`src/rtl/gtx_pkg.sv`:
```
package gtx_pkg;
  typedef enum logic [2:0] {
    ST_IDLE,
    ST_PRE,
    ST_DATA,
    ST_PAD,
    ST_FCS,
    ST_GAP
  } tx_state_e;

  localparam logic [7:0]  PRE_BYTE  = 8'h55;
  localparam logic [7:0]  SFD_BYTE  = 8'hD5;
  localparam logic [31:0] CRC_POLY  = 32'hEDB88320;
  localparam logic [31:0] CRC_SEED  = 32'hFFFFFFFF;
  localparam int          PRE_LAST  = 7;
  localparam int          FCS_BYTES = 4;
endpackage

```
`src/rtl/gtx_crc_step.sv`:
```
module gtx_crc_step
  import gtx_pkg::*;
#(
  parameter int DW = 8
) (
  input  logic [31:0]   crc_i,
  input  logic [DW-1:0] data_i,
  output logic [31:0]   crc_o
);
  always_comb begin
    logic [31:0] c;
    c = crc_i;
    for (int b = 0; b < DW; b++) begin
      if (c[0] ^ data_i[b]) c = (c >> 1) ^ CRC_POLY;
      else                  c = c >> 1;
    end
    crc_o = c;
  end
endmodule

```
`src/rtl/gtx_rate_ctl.sv`:
```
module gtx_rate_ctl (
  input  logic clk,
  input  logic rst,
  input  logic clk_en,
  input  logic mii_mode,
  output logic byte_step,
  output logic hi_step
);
  logic phase;

  always_ff @(posedge clk) begin
    if (rst)                      phase <= 1'b0;
    else if (!mii_mode)           phase <= 1'b0;
    else if (clk_en)              phase <= ~phase;
  end

  assign byte_step = clk_en && !(mii_mode && phase);
  assign hi_step   = clk_en && mii_mode && phase;

  // in nibble mode two byte steps never fall on consecutive cycles
  a_r8_nibble_pairs: assert property (@(posedge clk) disable iff (rst)
    (mii_mode && byte_step) |=> !(byte_step && mii_mode));
endmodule

```
`src/rtl/gtx_framer_fsm.sv`:
```
module gtx_framer_fsm
  import gtx_pkg::*;
#(
  parameter int MIN_LEN = 64,
  parameter bit PAD_EN  = 1'b1,
  parameter int CNT_W   = 16,
  parameter int GAP_W   = 8
) (
  input  logic             clk,
  input  logic             rst,
  input  logic             byte_step,
  input  logic [GAP_W-1:0] gap_len,
  input  logic [7:0]       s_data,
  input  logic             s_valid,
  output logic             s_ready,
  input  logic             s_last,
  input  logic             s_user,
  output logic [7:0]       nxt_byte,
  output logic             nxt_en,
  output logic             nxt_er
);
  localparam int DATA_MIN = MIN_LEN - FCS_BYTES;

  tx_state_e        state;
  logic [CNT_W-1:0] cnt;
  logic [CNT_W-1:0] cnt_inc;
  logic [GAP_W-1:0] gcnt;
  logic [GAP_W-1:0] gcnt_inc;
  logic [31:0]      crc;
  logic [31:0]      crc_nx;
  logic [31:0]      fcs;
  logic             take;
  logic             short_frame;

  assign cnt_inc     = cnt + 1'b1;
  assign gcnt_inc    = gcnt + 1'b1;
  assign fcs         = ~crc;
  assign take        = (state == ST_DATA) && s_valid;
  assign s_ready     = (state == ST_DATA) && byte_step;
  assign short_frame = PAD_EN && (cnt_inc < CNT_W'(DATA_MIN));

  gtx_crc_step #(.DW(8)) u_crc (
    .crc_i  (crc),
    .data_i (nxt_byte),
    .crc_o  (crc_nx)
  );

  always_comb begin
    nxt_byte = 8'h00;
    nxt_en   = 1'b0;
    nxt_er   = 1'b0;
    unique case (state)
      ST_IDLE: begin
        if (s_valid) begin
          nxt_byte = PRE_BYTE;
          nxt_en   = 1'b1;
        end
      end
      ST_PRE: begin
        nxt_en   = 1'b1;
        nxt_byte = (cnt == CNT_W'(PRE_LAST)) ? SFD_BYTE : PRE_BYTE;
      end
      ST_DATA: begin
        nxt_en = 1'b1;
        if (s_valid) begin
          nxt_byte = s_data;
          nxt_er   = s_last && s_user;
        end else begin
          nxt_er   = 1'b1;
        end
      end
      ST_PAD: begin
        nxt_en = 1'b1;
      end
      ST_FCS: begin
        nxt_en = 1'b1;
        unique case (cnt[1:0])
          2'd0: nxt_byte = fcs[7:0];
          2'd1: nxt_byte = fcs[15:8];
          2'd2: nxt_byte = fcs[23:16];
          default: nxt_byte = fcs[31:24];
        endcase
      end
      default: ;
    endcase
  end

  always_ff @(posedge clk) begin
    if (rst) begin
      state <= ST_IDLE;
      cnt   <= '0;
      gcnt  <= '0;
      crc   <= CRC_SEED;
    end else if (byte_step) begin
      unique case (state)
        ST_IDLE: begin
          if (s_valid) begin
            state <= ST_PRE;
            cnt   <= CNT_W'(1);
          end
        end
        ST_PRE: begin
          if (cnt == CNT_W'(PRE_LAST)) begin
            state <= ST_DATA;
            cnt   <= '0;
            crc   <= CRC_SEED;
          end else begin
            cnt <= cnt_inc;
          end
        end
        ST_DATA: begin
          if (take) begin
            crc <= crc_nx;
            cnt <= cnt_inc;
            if (s_last) begin
              if (s_user) begin
                state <= (gap_len == '0) ? ST_IDLE : ST_GAP;
                gcnt  <= '0;
              end else if (short_frame) begin
                state <= ST_PAD;
              end else begin
                state <= ST_FCS;
                cnt   <= '0;
              end
            end
          end
        end
        ST_PAD: begin
          crc <= crc_nx;
          if (cnt_inc == CNT_W'(DATA_MIN)) begin
            state <= ST_FCS;
            cnt   <= '0;
          end else begin
            cnt <= cnt_inc;
          end
        end
        ST_FCS: begin
          if (cnt == CNT_W'(FCS_BYTES - 1)) begin
            state <= (gap_len == '0) ? ST_IDLE : ST_GAP;
            gcnt  <= '0;
          end else begin
            cnt <= cnt_inc;
          end
        end
        default: begin
          gcnt <= gcnt_inc;
          if (gcnt_inc >= gap_len) state <= ST_IDLE;
        end
      endcase
    end
  end

  // the data phase is entered only from the last preamble byte
  a_r2_data_after_sfd: assert property (@(posedge clk) disable iff (rst)
    (state == ST_DATA && $past(state) != ST_DATA) |->
      ($past(state) == ST_PRE && $past(cnt) == CNT_W'(PRE_LAST)));

  // padding hands over to the check bytes only at the minimum length
  a_r4_pad_to_min: assert property (@(posedge clk) disable iff (rst)
    (state == ST_FCS && $past(state) == ST_PAD) |->
      ($past(cnt) == CNT_W'(DATA_MIN - 1)));
endmodule

```
`src/rtl/gmii_tx_framer.sv`:
```
module gmii_tx_framer
  import gtx_pkg::*;
#(
  parameter int MIN_LEN = 64,
  parameter bit PAD_EN  = 1'b1,
  parameter int CNT_W   = 16,
  parameter int GAP_W   = 8
) (
  input  logic             clk,
  input  logic             rst,
  input  logic             clk_en,
  input  logic             mii_mode,
  input  logic [GAP_W-1:0] gap_len,
  input  logic [7:0]       s_data,
  input  logic             s_valid,
  output logic             s_ready,
  input  logic             s_last,
  input  logic             s_user,
  output logic [7:0]       tx_d,
  output logic             tx_en,
  output logic             tx_er
);
  logic       byte_step;
  logic       hi_step;
  logic [7:0] nxt_byte;
  logic       nxt_en;
  logic       nxt_er;
  logic [3:0] hi_nib;

  gtx_rate_ctl u_rate (
    .clk       (clk),
    .rst       (rst),
    .clk_en    (clk_en),
    .mii_mode  (mii_mode),
    .byte_step (byte_step),
    .hi_step   (hi_step)
  );

  gtx_framer_fsm #(
    .MIN_LEN (MIN_LEN),
    .PAD_EN  (PAD_EN),
    .CNT_W   (CNT_W),
    .GAP_W   (GAP_W)
  ) u_fsm (
    .clk       (clk),
    .rst       (rst),
    .byte_step (byte_step),
    .gap_len   (gap_len),
    .s_data    (s_data),
    .s_valid   (s_valid),
    .s_ready   (s_ready),
    .s_last    (s_last),
    .s_user    (s_user),
    .nxt_byte  (nxt_byte),
    .nxt_en    (nxt_en),
    .nxt_er    (nxt_er)
  );

  always_ff @(posedge clk) begin
    if (rst) begin
      tx_d   <= '0;
      tx_en  <= 1'b0;
      tx_er  <= 1'b0;
      hi_nib <= '0;
    end else if (byte_step) begin
      tx_d   <= mii_mode ? {4'h0, nxt_byte[3:0]} : nxt_byte;
      hi_nib <= nxt_byte[7:4];
      tx_en  <= nxt_en;
      tx_er  <= nxt_er;
    end else if (hi_step) begin
      tx_d <= {4'h0, hi_nib};
    end
  end

  // nothing on the line moves without the enable
  a_r7_hold_without_enable: assert property (@(posedge clk) disable iff (rst)
    !clk_en |=> ($stable(tx_d) && $stable(tx_en) && $stable(tx_er)));

  // an error byte is always inside a frame
  a_r9_error_inside_frame: assert property (@(posedge clk) disable iff (rst)
    tx_er |-> tx_en);
endmodule

```
`config.mk`:
```
export PLATFORM = sky130hd
export DESIGN_NAME = gmii_tx_framer
export DESIGN_NICKNAME = d
export VERILOG_FILES = /design/src/rtl/gtx_pkg.sv /design/src/rtl/gtx_crc_step.sv /design/src/rtl/gtx_rate_ctl.sv /design/src/rtl/gtx_framer_fsm.sv /design/src/rtl/gmii_tx_framer.sv
export SDC_FILE = /design/constraint.sdc
export NUM_CORES = 1
export LEC_CHECK = 0
export BUFFER_PORTS_ARGS = -buffer_cell sky130_fd_sc_hd__buf_4
export CAP_MARGIN = 20
export CORE_MARGIN = 10
export CORE_UTILIZATION = 26
export CTS_BUF_LIST = sky130_fd_sc_hd__clkbuf_8
export DETAILED_ROUTE_END_ITERATION = 8
export PLACE_DENSITY = 0.46
export SYNTH_ARGS = -nofsm -noshare
export SYNTH_HDL_FRONTEND = slang
export SYNTH_HIERARCHICAL = 1
export SYNTH_SLANG_ARGS = --single-unit
```
`constraint.sdc`:
```
create_clock -name clk -period 3.45 [get_ports clk]
set_clock_uncertainty 0.15 [all_clocks]
set_input_delay 0.1725 -clock clk [delete_from_list [all_inputs] [get_ports clk]]
set_output_delay 0.1725 -clock clk [all_outputs]
set_load 0.02 [all_outputs]
```
==> impl_metrics.tcl, run 1 <==
set metrics [dict create \
    initial_core_util_pct 26.40 \
    dieArea_um2 25780 \
    power_frac_clock_pct 35.6 \
    clock-sinks 74 \
    cts_buffer_depth 2 \
    power_mw 2.356 \
    arrival_ps 3360 \
    syn_nets 628 \
    seq_area_frac_synth_pct 28.84 \
    wirelength_um 14360 \
    yosysMostFrequentCell "dfxtp_1" \
    path_clk_slew_ps 80 \
    yosysTopAreaCell "dfxtp_1" \
    port_buffers 33 \
    p_leak_nw 2.302 \
    critPathLaunchType "flip-flop" \
    final.period_utilization_pct 94.71 \
    yosysWarnings 6 \
    p_per_area_nw_per_um2 379.7 \
    htree_num_levels 3 \
    crit_type "reg2reg" \
    synth_common_cells "74 x dfxtp_1, 56 x xnor2_1, 40 x nor2_1, 39 x nand2b_1, 38 x o22ai_1" \
    worstPathRequired_ps 3550 \
    cts_buffers 9 \
    synthesis.area_um2 5137 \
    p_sw_mw 0.7055 \
    wl_per_cell_um 15.73 \
    drc_errors 0 \
    io_pins 34 \
    combPwrFrac_pct 26.6 \
    clock.fmax_mhz 306.1 \
    rsz0062_at_grt "false" \
    finalHoldWorstSlack_ps 77.15 \
    fp.dieW_um 160.6 \
    switching_share_pct 29.95 \
    layout_min_cycle_time_ps 3267 \
    hpwl_um 10340 \
    avgSynthCellArea_um2 8.678 \
    cts_tree "yes" \
    grt_usage_pct 11.11 \
    worst-path-max-fanout 6 \
    num_antenna_cells 0 \
    internal_power_mw 1.650 \
    synth_cell_type_count 69 \
    core_um2 19460 \
    antenna_found_initial 0 \
    place_inst 888 \
    synth-edff-count 0 \
    grt_overflow 0 \
    worst_setup_path_end_kind "flip-flop" \
    max_cap_viol_count 0 \
    setup_viol 0 \
    clk_latency_ps 360 \
    viasPerCell 4.852 \
    path_cells "inv_1 > ha_1 > inv_1 > o22ai_1 > o311ai_1 > a21boi_0 > o21ai_1 > xnor2_2 > buf_4 > buf_4 > xnor3_1 > xor3_1 > o22ai_1 > nand2b_1" \
    synthToLayoutAreaGrowth_pct 20.77 \
    synth-seq-cells 74 \
    drive_gt1_share_pct 21.60 \
    peakVddDrop_mv 0.2149 \
    dr.pass1.iters 5 \
    path_buf_inv 4 \
    hold_viol_final 0 \
    slowest_stage "dfxtp_2" \
    min_path_type "in2reg" \
    core.rowCount 51 \
    grt_pass1_vias 4513 \
    cts_root_buffer "clkbuf_8" \
    outcome "finished, final reports clean" \
    final_cells 913 \
    slowest_delay_ps 400 \
    cp_top_family "compound AO/OA/AOI/OAI gates" \
    vias 4430 \
    ant_nets 0 \
    slew_headroom_pct 46.42 \
    worst_pin_slew_ps 803.7 \
    synthFlopType "dfxtp_1" \
    synth_async_sr_flop_share_pct 0 \
    place_congestion 0.8951 \
    pwr-share-seq_pct 37.8 \
    finish.utilization_pct 31.88 \
    syn_inst 592 \
    yosys-top-cells-area "dfxtp_1 29%, xnor2_1 9.5%, nand2b_1 4.7%, o22ai_1 4.6%, xor2_1 3.9%" \
    drtIter0Drc 276 \
    final_nets 679 \
    die_y_um 160.6 \
    slew_viol_final 0 \
    grt_max_degree 78 \
    grt_pass1_wl_um 23820 \
    synthDominantCellAreaShare_pct 28.84 \
]
-- logic make-up after synthesis --
logic type | count (synthesis) | synth area share, %
buf+inv | 51 | 4.627
mux | 12 | 2.338
xor+xnor | 94 | 19.07
simple gates | 215 | 23.99
compound gates | 133 | 17.97
flops | 74 | 28.84
fa+ha+maj | 13 | 3.166
-- timing repair --
item / in CTS / in global routing
hold buffers: 3 / 0
setup buffers: 1 / 5
endpoints found under the hold margin: 5 / 0
gates resized for setup: 5 / 15
setup endpoints to repair: 6 / 16
pin swaps: 1 / 4
-- area by class of cell --
cell class                 instances  area, µm²
inverter                          14      52.55
clock buffer                       9      123.9
timing repair buffer              77      585.6
sequential                        74       1484
fill                            2062      13260
clock inverter                     7      118.9
tap                              265      331.6
multi-input combinational        467       3508
-- layout by cell type, fill, tap and decap left out, types with 4 or more instances in the layout --
cell / synthesis / final
or3b_1: 4 / 4
mux2i_1: 12 / 12
buf_4: 3 / 74
nand2_1: 34 / 34
xnor2_1: 56 / 54
dfxtp_1: 74 / 72
nor3_2: 4 / 4
a21oi_1: 25 / 24
nand3_1: 13 / 13
xnor2_2: 5 / 7
xor2_1: 23 / 22
o21ai_0: 19 / 15
nor2_1: 40 / 39
a21boi_0: 5 / 4
o21a_1: 4 / 4
inv_1: 14 / 15
nor2b_1: 10 / 10
nand2b_1: 39 / 39
a21o_1: 6 / 6
xor2_2: 5 / 4
nor3b_1: 6 / 6
o221ai_1: 4 / 4
nand4_1: 4 / 4
nand3b_1: 7 / 7
clkbuf_8: 0 / 9
o22ai_1: 38 / 37
a211oi_1: 6 / 6
nor3_1: 19 / 19
ha_1: 13 / 12
and3_1: 10 / 10
-- layer usage --
layer  GRT usage, %  vias up  share of wire, %
li1               -     2204                 -
met1          13.89     2118                47
met2          18.69       90                48
met3          2.249       18               3.3
met4          3.548        0               1.6
met5              0        -                 0
-- registers in the layout (all words and copies together), names as in the netlist --
| register | flops |
|---|---|
| hi_nib | 4 |
| tx_d | 8 |
| tx_en | 1 |
| tx_er | 1 |
| u_fsm/cnt | 16 |
| u_fsm/crc | 32 |
| u_fsm/gcnt | 8 |
| u_fsm/state | 3 |
| u_rate/phase | 1 |
-- power by group through the flow --
| stage | logic, mW | registers (mW) | clock network [mW] |
|---|---|---|---|
| 6_report | 0.626 | 0.891 | 0.839 |
| 5_1_grt | 0.684 | 0.894 | 0.902 |
| 4_1_cts | 0.606 | 0.890 | 0.866 |
| 2_1_floorplan | 0.414 | 0.915 | 0 |
| 3_3_place_gp | 0.586 | 0.909 | 0 |
| 3_5_place_dp | 0.588 | 0.909 | 0 |
-- final timing paths --
kind	start	endpoint	slack, ps	depth (start not counted)
hold reg to reg	tx_en$_SDFFE_PP0P_	tx_en$_SDFFE_PP0P_	350	2
hold / removal	s_valid	tx_er$_SDFFE_PP0P_	80	4
setup / recovery	u_fsm/cnt[1]$_SDFFE_PP0P_	u_fsm/crc[20]$_SDFFE_PP1P_	180	14
setup reg to reg	u_fsm/cnt[1]$_SDFFE_PP0P_	u_fsm/crc[20]$_SDFFE_PP1P_	180	14
-- worst min-delay path, cell delays in order --
cell	delay, ps
buf_4	120
a211oi_1	70
mux2i_1	130
nor2_1	50
-- stage by stage --
step	setup WS [ps]	instance area [µm²]	TNS [ps]
5_1_grt	27.22	6205	0
3_5_place_dp	-75.84	5808	-223.7
2_1_floorplan	53.90	5144	0
6_report	182.6	6205	0
3_3_place_gp	-60.88	5808	-127.0
4_1_cts	-21.94	6117	-21.94
No activity file was read; power rests on OpenSTA's default activity.
==> run 2: changes to the inputs <==
--- a/config.mk
+++ b/config.mk
@@ -8,10 +8,11 @@
 export BUFFER_PORTS_ARGS = -buffer_cell sky130_fd_sc_hd__buf_4
 export CAP_MARGIN = 20
 export CORE_MARGIN = 10
-export CORE_UTILIZATION = 26
+export CORE_UTILIZATION = 35
 export CTS_BUF_LIST = sky130_fd_sc_hd__clkbuf_8
+export CTS_CLUSTER_SIZE = 24
 export DETAILED_ROUTE_END_ITERATION = 8
-export PLACE_DENSITY = 0.46
+export PLACE_DENSITY = 0.57
 export SYNTH_ARGS = -nofsm -noshare
 export SYNTH_HDL_FRONTEND = slang
 export SYNTH_HIERARCHICAL = 1
==> impl_metrics.tcl, run 2 (synthesized netlist as in run 1, its figures left out) <==
set metrics [dict create \
    io_pins 34 \
    place_inst 812 \
    drc_errors 0 \
    largest_registers "u_fsm/crc: 32 flops, u_fsm/cnt: 16 flops" \
    synthToLayoutAreaGrowth_pct 18.36 \
    port_buffers 33 \
    grt_pass1_vias 4397 \
    met2_usage_pct 22.11 \
    cts_root_buffer "clkbuf_8" \
    die_y_um 141.2 \
    core_um2 14480 \
    clk_latency_ps 370 \
    htree_num_levels 3 \
    grt_pass1_wl_um 22190 \
    grt.busiest_layer "met2" \
    place_congestion 0.8736 \
    p_per_area_nw_per_um2 360.7 \
    worstPathRequired_ps 3570 \
    power_mw 2.193 \
    setup_tns_ps 0 \
    min_path_type "in2reg" \
    slew_headroom_pct 47.44 \
    worst-path-max-fanout 6 \
    finish.utilization_pct 42.00 \
    layout_min_cycle_time_ps 3332 \
    power_frac_clock_pct 30.8 \
    core.rowCount 44 \
    p_leak_nw 2.310 \
    wirelength_um 13490 \
    crit_type "reg2reg" \
    largest_register_ffs 32 \
    grtUsageMet1_pct 16.33 \
    final.period_utilization_pct 96.58 \
    peakVddDrop_mv 0.2285 \
    layout_common_cells "77 x buf_4, 72 x dfxtp_1, 51 x xnor2_1" \
    setup_viol 0 \
    final_area_um2 6081 \
    grt_overflow 0 \
    critPathLaunchType "flip-flop" \
    hold_viol_final 0 \
    switching_share_pct 31.29 \
    clock-sinks 74 \
    clock.fmax_mhz 300.1 \
    slew_viol_final 0 \
    cts_buffers 9 \
    met3_usage_pct 2.721 \
    initial_core_util_pct 35.48 \
    rsz0062_at_grt "false" \
    vias 4531 \
    antenna_found_initial 0 \
    drive_gt1_share_pct 21.85 \
    p_sw_mw 0.6863 \
    internal_power_mw 1.507 \
    pwr-share-seq_pct 40.9 \
    worst_pin_slew_ps 788.4 \
    arrival_ps 3450 \
    regMostFlops "u_fsm/crc" \
    max_cap_viol_count 0 \
    filler_cell_count 1451 \
    grt_usage_pct 13.33 \
    final_cells 834 \
    cts_tree "yes" \
    grt_max_degree 78 \
    outcome "finished, final reports clean" \
    dr.pass1.iters 5 \
    placed_area_um2 5744 \
    fp.dieW_um 141.2 \
    final_nets 682 \
    num_antenna_cells 0 \
    ant_nets 0 \
    wl_per_cell_um 16.17 \
    worst_setup_path_end_kind "flip-flop" \
    dieArea_um2 19920 \
    cts_buffer_depth 2 \
    path_clk_slew_ps 80 \
    viasPerCell 5.433 \
    drtIter0Drc 277 \
    final_common_cell "buf_4" \
    hpwl_um 9813 \
    combPwrFrac_pct 28.3 \
]
==> run 2: cell types whose count changed in the layout (fill, tap and decap cells not counted), moves of 2 or more <==
cell	before	now
o21ai_1	3	1
buf_4	74	77
bufinv_16	3	1
o21ai_0	15	18
xnor2_2	7	10
xnor2_1	54	51
==> run 2: worst max-delay path: stages, from the launching register on <==
cell,delay [ps]
dfxtp_2,390
ha_1,190
nor4b_1,280
nand4_1,170
nor2_1,210
a32oi_1,170
o22ai_2,350
xnor2_2,220
xor2_4,170
xnor3_1,480
xor3_1,210
o22ai_1,180
nand2b_1,70
==> run 2: per-layer routing <==
layer / wire length [µm] / share of wire [%] / up-vias
met5: 0 / 0 / -
met4: 365 / 2.7 / 0
met3: 529 / 3.9 / 29
met2: 6567 / 49 / 101
met1: 6024 / 45 / 2187
li1: - / - / 2214
==> run 2: power by group through the flow <==
stage          combinational, mW  sequential (mW)  clock, mW
2_1_floorplan              0.414            0.915          0
3_3_place_gp               0.575            0.914          0
3_5_place_dp               0.578            0.915          0
4_1_cts                    0.586            0.895      0.700
5_1_grt                    0.672            0.899      0.727
6_report                   0.621            0.896      0.676
==> run 2: path summary, 6_finish.rpt <==
| kind | from | to | slack [ps] | cells past startpoint |
|---|---|---|---|---|
| max | u_fsm/cnt[0]$_SDFFE_PP0P_ | u_fsm/crc[20]$_SDFFE_PP1P_ | 120 | 12 |
| min | s_valid | tx_er$_SDFFE_PP0P_ | 70 | 4 |
| max reg2reg | u_fsm/cnt[0]$_SDFFE_PP0P_ | u_fsm/crc[20]$_SDFFE_PP1P_ | 120 | 12 |
| min reg2reg | tx_en$_SDFFE_PP0P_ | tx_en$_SDFFE_PP0P_ | 350 | 2 |
==> run 2: layout make-up <==
class,count,area [µm²],share of cell area (%)
multi-input combinational,467,3513,57.78
inverter,14,52.55,0.8642
clock buffer,9,123.9,2.037
timing repair buffer,80,608.1,10.00
tap,184,230.2,3.786
clock inverter,6,68.82,1.132
sequential,74,1484,24.40
==> run 2: per-stage QoR <==
stage / hold slack [ps] / setup WS, ps
final: 71.62 / 117.9
after global routing: 90.98 / 15.56
after CTS: 43.74 / 8.844
after detailed placement: 335.8 / -2.368
after global placement: 322.6 / 78.11
after floorplan: 92.01 / 53.90
==> run 2: what timing repair did <==
| action | 4_1_cts | 5_1_grt |
|---|---|---|
| pin swaps | 0 | 5 |
| resized for setup | 1 | 14 |
| endpoints found under the hold margin | 5 | 0 |
| endpoints found under the setup margin | 1 | 19 |
| buffers inserted | 0 | 4 |
| hold buffers | 3 | 0 |
==> run 3: changes to the inputs <==
--- a/config.mk
+++ b/config.mk
@@ -12,7 +12,7 @@
 export CTS_BUF_LIST = sky130_fd_sc_hd__clkbuf_8
 export CTS_CLUSTER_SIZE = 24
 export DETAILED_ROUTE_END_ITERATION = 8
-export PLACE_DENSITY = 0.57
+export PLACE_DENSITY = 0.53
 export SYNTH_ARGS = -nofsm -noshare
 export SYNTH_HDL_FRONTEND = slang
 export SYNTH_HIERARCHICAL = 1
==> impl_metrics.tcl, run 3 (synthesized netlist as in run 1, its figures left out) <==
set metrics [dict create \
    worst-path-max-fanout 8 \
    htree_num_levels 3 \
    cp_top_family "XOR/XNOR gates" \
    setup_ws_ps 207.1 \
    core_um2 14480 \
    largest_registers "u_fsm/crc: 32 flops, u_fsm/cnt: 16 flops" \
    cts_buffer_depth 2 \
    power_mw 2.344 \
    io_pins 34 \
    crit_type "reg2reg" \
    num_antenna_cells 0 \
    clock.fmax_mhz 308.4 \
    critPathMostFrequentCell "xor2_2" \
    clock-sinks 74 \
    hpwl_um 10010 \
    slew_viol_final 0 \
    peakVddDrop_mv 0.1983 \
    placed_area_um2 5677 \
    p_leak_nw 2.266 \
    met2_usage_pct 22.55 \
    worstPathRequired_ps 3560 \
    grt_usage_pct 13.73 \
    cts_tree "yes" \
    critPathLaunchType "flip-flop" \
    layout_min_cycle_time_ps 3243 \
    wirelength_um 13600 \
    die_y_um 141.2 \
    dieArea_um2 19920 \
    drive_gt1_share_pct 20.19 \
    met3_usage_pct 2.922 \
    hold_viol_final 0 \
    layout_common_cells "72 x dfxtp_1, 65 x buf_4, 55 x xnor2_1" \
    final_area_um2 5995 \
    cts_buffers 9 \
    grt_overflow 0 \
    dr.pass1.iters 4 \
    path_clk_slew_ps 80 \
    grtUsageMet1_pct 17.09 \
    slowest_stage "dfxtp_2" \
    wl_per_cell_um 16.52 \
    grt_max_degree 78 \
    outcome "finished, final reports clean" \
    place_congestion 0.8431 \
    final.period_utilization_pct 94.00 \
    clk_latency_ps 360 \
    final_cells 823 \
    worst_pin_slew_ps 772.7 \
    core.rowCount 44 \
    slew_headroom_pct 48.49 \
    synthToLayoutAreaGrowth_pct 16.68 \
    fp.dieW_um 141.2 \
    grt.busiest_layer "met2" \
    max_cap_viol_count 0 \
    slowest_delay_ps 380 \
    port_buffers 33 \
    place_inst 803 \
    regMostFlops "u_fsm/crc" \
    ant_nets 0 \
    min_path_type "in2reg" \
    path_buf_inv 1 \
    p_per_area_nw_per_um2 391.0 \
    initial_core_util_pct 35.48 \
    final_common_cell "dfxtp_1" \
    finalHoldWorstSlack_ps 75.71 \
    largest_register_ffs 32 \
    antenna_found_initial 0 \
    setup_viol 0 \
    arrival_ps 3350 \
    vias 4366 \
    viasPerCell 5.305 \
    drtIter0Drc 337 \
    worst_setup_path_end_kind "flip-flop" \
    grt_pass1_vias 4340 \
    path_cells "inv_1 > ha_1 > nor2b_1 > o311ai_0 > a21boi_0 > o21ai_0 > xnor2_2 > xor2_2 > xor2_2 > xnor2_1 > o22ai_1 > nand2b_1" \
    filler_cell_count 1456 \
    cts_root_buffer "clkbuf_8" \
    post-place-ws_ps 62.25 \
    grt_pass1_wl_um 22610 \
    final_nets 670 \
    drc_errors 0 \
]
==> run 3: where the power goes <==
part	switching (mW)	leakage, nW	total, mW	internal (mW)
Clock	0.346	0.131	0.871	0.525
Sequential	0.0189	0.601	0.893	0.874
Combinational	0.306	1.53	0.580	0.274
Total	0.671	2.27	2.34	1.67
==> run 3: through the flow <==
| step | util [%] | setup TNS (ps) |
|---|---|---|
| 2_1_floorplan | - | 0 |
| 3_5_place_dp | 39.21 | 0 |
| 3_3_place_gp | 39.21 | 0 |
| 5_1_grt | 41.40 | -21.20 |
| 4_1_cts | 41.20 | 0 |
| 6_report | 41.40 | 0 |
==> run 3: tightest hold or removal path: cells and delay by family <==
kind / cells / cell delay, ps
muxes: 1 / 130
and+or+nand+nor: 1 / 50
buffers and inverters: 1 / 120
AOI/OAI and AO/OA: 1 / 70
==> run 3: timing repair <==
action                                  CTS  global route
endpoints found under the setup margin    0            17
resized for setup                         0             9
endpoints found under the hold margin     4             0
hold buffers                              3             0
buffers inserted                          0             1
==> run 3: path summary, 6_finish.rpt <==
check	startpoint	endpoint	slack, ps	cells past startpoint
max	u_fsm/cnt[1]$_SDFFE_PP0P_	u_fsm/crc[24]$_SDFFE_PP1P_	210	12
min	s_valid	tx_er$_SDFFE_PP0P_	80	4
max reg2reg	u_fsm/cnt[1]$_SDFFE_PP0P_	u_fsm/crc[24]$_SDFFE_PP1P_	210	12
min reg2reg	tx_en$_SDFFE_PP0P_	tx_en$_SDFFE_PP0P_	350	2
==> run 3: final cells by class <==
type | count | area, µm² | area share [%]
multi-input cells | 467 | 3451 | 57.57
flip-flops and latches | 74 | 1484 | 24.75
repair buffers | 68 | 518.0 | 8.641
well taps | 184 | 230.2 | 3.841
clock buffers | 11 | 151.4 | 2.526
clock inverters | 5 | 107.6 | 1.795
inverters | 14 | 52.55 | 0.8766
==> run 3: metal layers <==
| metal | share of wire (%) | wire, µm | vias to the layer above |
|---|---|---|---|
| met4 | 2.0 | 278 | 0 |
| met5 | 0 | 0 | - |
| met1 | 46 | 6239 | 2083 |
| met2 | 49 | 6602 | 73 |
| met3 | 3.5 | 480 | 19 |
| li1 | - | - | 2191 |
